<file path="src/rtl/fpm_pkg.sv">
package fpm_pkg;
  typedef enum logic [1:0] {
    ST_IDLE  = 2'd0,
    ST_ARMED = 2'd1,
    ST_ALARM = 2'd2
  } fpm_state_e;

  function automatic int unsigned us_to_cycles(longint unsigned clk_hz, longint unsigned us);
    longint unsigned c;
    c = (clk_hz * us) / 64'd1000000;
    return (c == 0) ? 1 : 32'(c);
  endfunction
endpackage

</file>
<file path="src/rtl/fpm_in_cond.sv">
module fpm_in_cond #(
  parameter int unsigned DEB_CYC = 4
) (
  input  logic clk_i,
  input  logic rst_ni,
  input  logic pin_ni,
  output logic fall_o
);
  localparam int unsigned CW = $clog2(DEB_CYC + 1);

  logic [1:0]    sync_q;
  logic          stable_q;
  logic [CW-1:0] cnt_q;
  logic          fall_q;
  logic          s_sync;
  logic          differ;
  logic          flip;

  assign s_sync = sync_q[1];
  assign differ = s_sync != stable_q;
  assign flip   = differ && (cnt_q == CW'(DEB_CYC - 1));

  always_ff @(posedge clk_i or negedge rst_ni) begin
    if (!rst_ni) begin
      sync_q   <= 2'b11;
      stable_q <= 1'b1;
      cnt_q    <= '0;
      fall_q   <= 1'b0;
    end else begin
      sync_q <= {sync_q[0], pin_ni};
      fall_q <= flip && !s_sync;
      if (!differ) begin
        cnt_q <= '0;
      end else if (flip) begin
        cnt_q    <= '0;
        stable_q <= s_sync;
      end else begin
        cnt_q <= cnt_q + 1'b1;
      end
    end
  end

  assign fall_o = fall_q;

  // a settled level needs DEB_CYC cycles before it can flip back
  AST_FALL_ISOLATED: assert property (@(posedge clk_i) disable iff (!rst_ni)
    fall_q |=> !fall_q);
  AST_CNT_BOUND: assert property (@(posedge clk_i) disable iff (!rst_ni)
    cnt_q < CW'(DEB_CYC));
endmodule

</file>
<file path="src/rtl/fpm_win_fsm.sv">
module fpm_win_fsm
  import fpm_pkg::*;
#(
  parameter int unsigned WIN_CYC  = 1800,
  parameter int unsigned HOLD_CYC = 2000
) (
  input  logic clk_i,
  input  logic rst_ni,
  input  logic ref_ev_i,
  input  logic fol_ev_i,
  output logic err_o,
  output logic err_pulse_o
);
  localparam int unsigned MAXC = (WIN_CYC > HOLD_CYC) ? WIN_CYC : HOLD_CYC;
  localparam int unsigned CW   = $clog2(MAXC + 1);

  fpm_state_e    state_q;
  logic [CW-1:0] cnt_q;
  logic          err_q;
  logic          pulse_q;

  always_ff @(posedge clk_i or negedge rst_ni) begin
    if (!rst_ni) begin
      state_q <= ST_IDLE;
      cnt_q   <= '0;
      err_q   <= 1'b0;
      pulse_q <= 1'b0;
    end else begin
      pulse_q <= 1'b0;
      unique case (state_q)
        ST_IDLE: begin
          if (ref_ev_i) begin
            state_q <= ST_ARMED;
            cnt_q   <= '0;
          end
        end
        ST_ARMED: begin
          if (ref_ev_i) begin
            cnt_q <= '0;  // restart window
          end else if (fol_ev_i) begin
            state_q <= ST_IDLE;
          end else if (cnt_q == CW'(WIN_CYC - 1)) begin
            state_q <= ST_ALARM;
            cnt_q   <= '0;
            err_q   <= 1'b1;
            pulse_q <= 1'b1;
          end else begin
            cnt_q <= cnt_q + 1'b1;
          end
        end
        ST_ALARM: begin
          if (cnt_q == CW'(HOLD_CYC - 1)) begin
            state_q <= ST_IDLE;
            err_q   <= 1'b0;
          end else begin
            cnt_q <= cnt_q + 1'b1;
          end
        end
        default: state_q <= ST_IDLE;
      endcase
    end
  end

  assign err_o       = err_q;
  assign err_pulse_o = pulse_q;

  AST_WIN_BOUND: assert property (@(posedge clk_i) disable iff (!rst_ni)
    (state_q == ST_ARMED) |-> (cnt_q < CW'(WIN_CYC)));
  AST_FOL_CLEARS: assert property (@(posedge clk_i) disable iff (!rst_ni)
    (state_q == ST_ARMED && fol_ev_i && !ref_ev_i) |=> (state_q == ST_IDLE && !err_o));
  AST_HOLD_KEEPS: assert property (@(posedge clk_i) disable iff (!rst_ni)
    (state_q == ST_ALARM && cnt_q != CW'(HOLD_CYC - 1)) |=> err_o);
  AST_PULSE_ON_RISE: assert property (@(posedge clk_i) disable iff (!rst_ni)
    $rose(err_o) |-> err_pulse_o);
  AST_PULSE_SINGLE: assert property (@(posedge clk_i) disable iff (!rst_ni)
    err_pulse_o |=> !err_pulse_o);
  AST_ALARM_NO_REARM: assert property (@(posedge clk_i) disable iff (!rst_ni)
    (state_q == ST_ALARM && cnt_q != CW'(HOLD_CYC - 1)) |=> (state_q == ST_ALARM));
endmodule

</file>
<file path="src/rtl/follow_pulse_monitor.sv">
module follow_pulse_monitor
  import fpm_pkg::*;
#(
  parameter int unsigned CLK_HZ      = 50_000_000,
  parameter int unsigned WINDOW_US   = 900_000,
  parameter int unsigned HOLD_US     = 1_000_000,
  parameter int unsigned DEBOUNCE_US = 2_000
) (
  input  logic clk_i,
  input  logic rst_ni,
  input  logic ref_ni,
  input  logic fol_ni,
  output logic err_o,
  output logic err_pulse_o
);
  localparam int unsigned WIN_CYC  = us_to_cycles(64'(CLK_HZ), 64'(WINDOW_US));
  localparam int unsigned HOLD_CYC = us_to_cycles(64'(CLK_HZ), 64'(HOLD_US));
  localparam int unsigned DEB_CYC  = us_to_cycles(64'(CLK_HZ), 64'(DEBOUNCE_US));

  logic [1:0] pin_n;
  logic [1:0] ev;

  assign pin_n = {fol_ni, ref_ni};

  for (genvar g = 0; g < 2; g++) begin : g_in
    fpm_in_cond #(.DEB_CYC(DEB_CYC)) u_cond (
      .clk_i  (clk_i),
      .rst_ni (rst_ni),
      .pin_ni (pin_n[g]),
      .fall_o (ev[g])
    );
  end

  fpm_win_fsm #(.WIN_CYC(WIN_CYC), .HOLD_CYC(HOLD_CYC)) u_fsm (
    .clk_i       (clk_i),
    .rst_ni      (rst_ni),
    .ref_ev_i    (ev[0]),
    .fol_ev_i    (ev[1]),
    .err_o       (err_o),
    .err_pulse_o (err_pulse_o)
  );
endmodule

</file>
<file path="config.mk">
export PLATFORM = sky130hd
export DESIGN_NAME = follow_pulse_monitor
export DESIGN_NICKNAME = d
export VERILOG_FILES = /design/src/rtl/fpm_pkg.sv /design/src/rtl/fpm_in_cond.sv /design/src/rtl/fpm_win_fsm.sv /design/src/rtl/follow_pulse_monitor.sv
export SDC_FILE = /design/constraint.sdc
export NUM_CORES = 1
export LEC_CHECK = 0
export CORE_ASPECT_RATIO = 0.9
export CORE_MARGIN = 3
export CORE_UTILIZATION = 35
export CTS_CLUSTER_DIAMETER = 150
export CTS_CLUSTER_SIZE = 25
export DETAILED_ROUTE_END_ITERATION = 8
export DONT_BUFFER_PORTS = 1
export GPL_TIMING_DRIVEN = 0
export MAX_ROUTING_LAYER = met4
export PLACE_DENSITY = 0.57
export SLEW_MARGIN = 5
export SYNTH_ARGS = -nofsm -noshare
export SYNTH_HDL_FRONTEND = slang
export SYNTH_SLANG_ARGS = --single-unit
</file>
<file path="constraint.sdc">
create_clock -name clk_i -period 2.9 [get_ports clk_i]
set_input_delay 0.58 -clock clk_i [delete_from_list [all_inputs] [get_ports clk_i]]
set_output_delay 0.58 -clock clk_i [all_outputs]
set_load 0.005 [all_outputs]
</file>
Word-level counts from Yosys, hierarchy flattened
Index checks and enable logic that the tools add are counted.
{ "classes": {"reduce_logical": 14, "muxes": 25, "eq_ne": 16, "add_sub_neg": 3} }
{ "op_table": {"columns": ["operator", "count"], "rows": [
  ["$mux 26", 5],
  ["$pmux 26 s3", 1],
  ["$mux 17", 4],
  ["$eq 26x26->1 const B", 2],
  ["$add 17x1->17 const B", 2],
  ["$eq 17x17->1 const B", 2],
  ["$add 26x1->26 const B", 1],
  ["$mux 2", 5],
  ["$mux 1", 8],
  ["$ne 2x2->1 const B", 4],
  ["$reduce_and 4->1", 2],
  ["$pmux 2 s3", 1],
  ["$reduce_and 5->1", 1],
  ["$logic_and 1x1->1", 4],
  ["$ne 2x1->1 const B", 2],
  ["$reduce_and 2->1", 2],
  ["$ne 3x2->1 const B", 1],
  ["$ne 3x3->1 const B", 1],
  ["$reduce_bool 3->1", 1],
  ["$eq 2x1->1 const B", 1],
  ["$eq 2x2->1 const B", 1],
  ["$logic_not 1->1", 2],
  ["$logic_not 2->1", 1],
  ["$ne 1x1->1", 2],
  ["2 further kinds", 2]
]} }
{ "word_totals": {"regBits": 72, "input_bits": 4, "elab_cells": 70} }

Logic depth before layout (Yosys ltp)
{ "logic_depth": {"depth_word": 5, "ltp_mapped": 10} }

Cells and area by module
From an unflattened synthesis, not the netlist that was laid out.
{ "unflattened": {"cells_unflattened": 383, "hier_area_um2": 3928.8} }
{ "by_module_without_submodules": {"columns": ["mod", "cells_per_inst", "area_per_inst_um2", "n_inst"], "rows": [
  ["fpm_in_cond", 90, 1034.7, 2],
  ["fpm_win_fsm", 203, 1859.3, 1]
]} }

Least setup slack after synthesis
OpenSTA, ideal clock, no wires.
{ "synth_timing": {"path_type": "reg-to-reg", "startpoint": "register u_fsm.cnt_q[8]", "endpoint": "register u_fsm.cnt_q[18]", "synth_period_minus_slack_ns": 2.287, "setup_time_ns": 0.129, "slack_ns": 0.613, "arrival_time_ns": 2.157, "stages_incl_launch_ff": 7, "t_required_ns": 2.771, "cell_sequence": "dfrtp_1 -> or4b_1 -> or4_4 -> o31a_4 -> buf_6 -> o2111ai_1 -> a22oi_2"} }
{ "synth_between": {"elab_chain_cells": 5, "elab_cells_between_ends": 10} }
{ "synth_rtl": {"columns": ["element", "line", "rtl"], "rows": [
  ["start, declared", "fpm_win_fsm.sv:18", "logic [CW-1:0] cnt_q;"],
  ["start signal, assigned", "fpm_win_fsm.sv:48", "cnt_q <= cnt_q + 1'b1;"],
  ["start signal, assigned", "fpm_win_fsm.sv:56", "cnt_q <= cnt_q + 1'b1;"],
  ["$add 26x1->26 / $eq 26x26->1 (equally long branches)", "fpm_win_fsm.sv:48, fpm_win_fsm.sv:56, fpm_win_fsm.sv:42", null],
  ["$mux 26", "fpm_win_fsm.sv:42", "end else if (cnt_q == CW'(WIN_CYC - 1)) begin"],
  ["$mux 26", "fpm_win_fsm.sv:40", "end else if (fol_ev_i) begin"],
  ["$mux 26", "fpm_win_fsm.sv:38", "if (ref_ev_i) begin"],
  ["$pmux 26 s3", "fpm_win_fsm.sv:30", "unique case (state_q)"]
]} }
Several ways; a longest one is shown, not always the timed one. The select of a mux whose other input is x is not followed.
A chain may end at the register's enable or synchronous reset.

Final worst setup path
{ "layout_timing": {"startpoint": "register u_fsm.cnt_q[0]", "endpoint": "register u_fsm.cnt_q[15]"} }
The elaborated chain is that of the path after synthesis.

==> key figures <==
Detailed routing
  • Via count: 3179
  • Iteration-0 DRC Markers: 230
  • Routed length per instance: between 15 and 20 µm
  • ANT nets after route: 0
  • DR vias/cell: about 5.4
  • Total Wirelength: 8937 µm
  • # DRC: 0
  • Detailed Routing Iterations Pass 1: 4

Die
  • Core ar.: 10950 µm²
  • Die ar.: 12660 µm²
  • Initial cell density of the core: 36.28%
  • Die width: 118.3 µm
  • Ports: 6
  • Chip height: roughly 110 µm
  • Site row count: 36

Worst setup path
  • Critical path class: reg -> reg
  • Arrival @ worst endpoint: 2.81 ns
  • Worst-path cell chain: ha_1 -> or4bb_1 -> nor4_4 -> a211oi_1 -> buf_2 -> clkbuf_1 -> o2111ai_1 -> nand3_1
  • RR Endpoint: u_fsm.cnt_q[15]
  • CP required: 3.10 ns
  • FF-to-FF path depth: 8
  • Slowest Stage Delay on Critical Path: 0.47 ns
  • Crit path launch: u_fsm.cnt_q[0]
  • Setup crit start kind: flop
  • Critical Path Fanout Max: 10
  • Setup crit end: u_fsm.cnt_q[15]
  • Crit-path slowest cell: or4bb_1
  • FF-to-FF Start: u_fsm.cnt_q[0]
  • Reg2Reg Setup Slack: a little under 0.3 ns
  • Critical path capture point type: flop

Synthesis
  • Post-synthesis sequential area ratio: between 40% and 50%
  • Area contributors post-synth: dfrtp_1 42%, nor2_1 5.3%, o2111ai_1 4.4%, xnor2_1 4.2%, xor2_1 4.2%
  • Top-area cell type share of the netlist area: 41.59%
  • Synth Register Bits: 72
  • Synth cell types: 51
  • Post-synth EDFFs: 0
  • Mapped Cells: 416
  • Cell Area, Synth: 3971 µm²
  • Ys Warns: 0
  • Synth area leader: dfrtp_1
  • Syn Nets: 426
  • Main synth FF type: dfrtp_1
  • Asr flop ratio synth: 100.0%
  • Post-synthesis average cell area: 9.546 µm²

Power and ir drop
  • Final Power: between 2 and 2.5 mW
  • Leak: roughly 1.7 nW
  • Power per cell area: 476.0 nW/µm²
  • Max VDD drop: around 0.25 mV

STA
  • Fin crit share: about nine tenths
  • Final min period: ~2.6 ns
  • Max Transition Viols Final: 0
  • Setup ws final: 0.2952 ns
  • Clk_skew: 0.01206 ns
  • Rel. slew slack: 53.19%
  • Final setup violation count: 0
  • RSZ-0062 raised after global routing: false
  • Final hold violation count: 0
  • Worst-Margin Slew: 0.6968 ns
  • Setup TNS: 0 ns
  • Peak Freq: 383.9 MHz

Clocking
  • Worst-path clk slew: 0.06 ns
  • Clock Latency Late Sink: 0.33 ns
  • H-tree Lvls: 3
  • TritonCTS buffer count: 9
  • Clk root buf: clkbuf_16
  • CTS tree: done
  • CTS Sinks: 72
  • Longest Clk Path Bufs: 2

Place
  • Routability cong.: approximately 0.86
  • Post-DP HPWL: 6041 µm
  • I/O Buffers: 0
  • Pre-CTS setup slack: 0.3092 ns

Run status
  • Status: finished clean

Global route
  • Vias in the first global route: 3171
  • Grt met2 use: 23.17%
  • Grt total ovfl: 0
  • Antenna violations before repair: 0
  • GR Util met1: 22.05%
  • GRT busiest layer: met2
  • Pin count of the biggest net entering global routing: 67
  • M3 GR Usage: 4.008%
  • GRT Util Overall: 15.94%
  • Global-route wire length before repair: 16010 µm

Final layout
  • Area Overhead vs Synth: 13.11%
  • # diodes: 0
  • Multi-input logic area: 2011 µm²
  • Seq. cell area: 1809 µm²
  • NumNets Final: around 440
  • Fillers: 1082
  • Fraction of layout cells with a size suffix above 1: 9.931%

Run
  • Max_cap viols: 0

Hold path
  • Min-Delay Path Class: in -> async
[cells in the final DEF, fill, tap and decap left out, types with 2 or more instances in the layout]
cell type,n
a21oi_1,8
a22oi_1,8
a22oi_2,2
a31oi_1,3
and2_1,4
and3_1,7
and4_1,5
buf_2,2
buf_6,3
clkbuf_1,13
clkbuf_16,9
clkbuf_8,3
clkinvlp_4,3
dfrtp_1,66
dfstp_2,6
ha_1,6
inv_1,18
mux2_2,3
nand2_1,36
nand2b_1,2
nand3_1,21
nand4_1,17
nand4b_1,2
nor2_1,56
nor3_1,13
nor4_1,4
nor4b_1,2
nor4bb_1,3
o2111ai_1,20
o211ai_1,9
o21ai_0,4
o221ai_1,3
o31ai_1,3
or2_2,2
or3_1,6
or4_1,4
or4bb_1,2
xnor2_1,19
xor2_1,19
[worst min-delay path by stage]
| stage | from | end | slack (ns) | cells past startpoint |
|---|---|---|---|---|
| 6_report | rst_ni | g_in[0].u_cond.stable_q | 0.1 | 0 |
| 5_1_grt | rst_ni | g_in[0].u_cond.stable_q | 0.08 | 0 |
| 4_1_cts | rst_ni | g_in[0].u_cond.sync_q[1] | 0.08 | 0 |
| 3_5_place_dp | rst_ni | u_fsm.cnt_q[22] | 0.29 | 0 |
| 3_3_place_gp | rst_ni | u_fsm.cnt_q[17] | 0.29 | 0 |
| 2_1_floorplan | rst_ni | g_in[0].u_cond.cnt_q[0] | 0.28 | 0 |
[final cells by class]
class | count | share of cell area [%]
multi-input combinational | 308 | 44.76
timing repair buffer | 1 | 0.6128
sequential | 72 | 40.28
clock buffer | 12 | 5.933
clock inverter | 4 | 0.6128
inverter | 18 | 1.504
buffer | 18 | 2.061
tap | 152 | 4.234
[where the power goes]
part	switching [mW]	total [mW]	internal (mW)
combinational	0.0308	0.0427	0.0119
clock	0.423	1.07	0.648
sequential	0.00805	1.03	1.02
total	0.462	2.14	1.68
[sequential cells by signal, indices dropped and copies added, names as in the netlist]
register,count
g_in.u_cond.cnt_q,34
g_in.u_cond.fall_o,2
g_in.u_cond.stable_q,2
g_in.u_cond.sync_q,4
u_fsm.cnt_q,26
u_fsm.err_o,1
u_fsm.err_pulse_o,1
u_fsm.state_q,2
[synthesized netlist by cell type (4+ instances only)]
| cell | instances |
|---|---|
| dfrtp_1 | 66 |
| nor2_1 | 56 |
| nand2_1 | 36 |
| nand3_1 | 21 |
| o2111ai_1 | 20 |
| xnor2_1 | 19 |
| xor2_1 | 19 |
| inv_1 | 18 |
| nand4_1 | 17 |
| clkbuf_1 | 13 |
| nor3_1 | 13 |
| o211ai_1 | 9 |
| a21oi_1 | 8 |
| a22oi_1 | 8 |
| and3_1 | 7 |
| dfstp_2 | 6 |
| ha_1 | 6 |
| or3_1 | 6 |
| and4_1 | 5 |
| and2_1 | 4 |
| nor4_1 | 4 |
| o21ai_0 | 4 |
| or4_1 | 4 |
[metrics by stage]
step	hold slack (ns)	instance area, µm²	util [%]	std cells
after floorplan	0.2844	3971	-	416
after global placement	0.2901	4161	38.02	568
after detailed placement	0.2905	4161	38.02	568
after CTS	0.08294	4483	40.96	585
after global routing	0.08151	4492	41.04	585
final	0.09650	4492	41.04	585
[worst max-delay path, delay by kind of cell, from the launching register on]
kind | cells | cell delay [ns]
DFF | 1 | 0.45
buffers and inverters | 2 | 0.48
and+or+nand+nor | 3 | 0.87
AOI/OAI and AO/OA | 2 | 0.40
adders and majority gates | 1 | 0.27
[timing repair]
item | 4_1_cts | 5_1_grt
gates resized for setup | 0 | 1
endpoints found under the setup margin | 0 | 1
endpoints found under the hold margin | 66 | 0
buffers inserted | 0 | 0
hold buffers | 1 | 0
[metal layers]
metal / up-vias / part of all wire, % / wire length [µm]
met2: 70 / 43 / 3835
li1: 1545 / - / -
met5: - / 0 / 0
met3: 12 / 5.8 / 516
met1: 1552 / 50 / 4482
met4: 0 / 1.1 / 102
[logic make-up after synthesis]
family	synth area share (%)
xor gates and xnor gates	8.381
muxes	1.103
buffers and inverters	4.033
DFF	45.56
adders and majority gates	1.890
AOI/OAI and AO/OA	13.89
and+or+nand+nor	25.14
No activity file was read; power rests on OpenSTA's default activity.
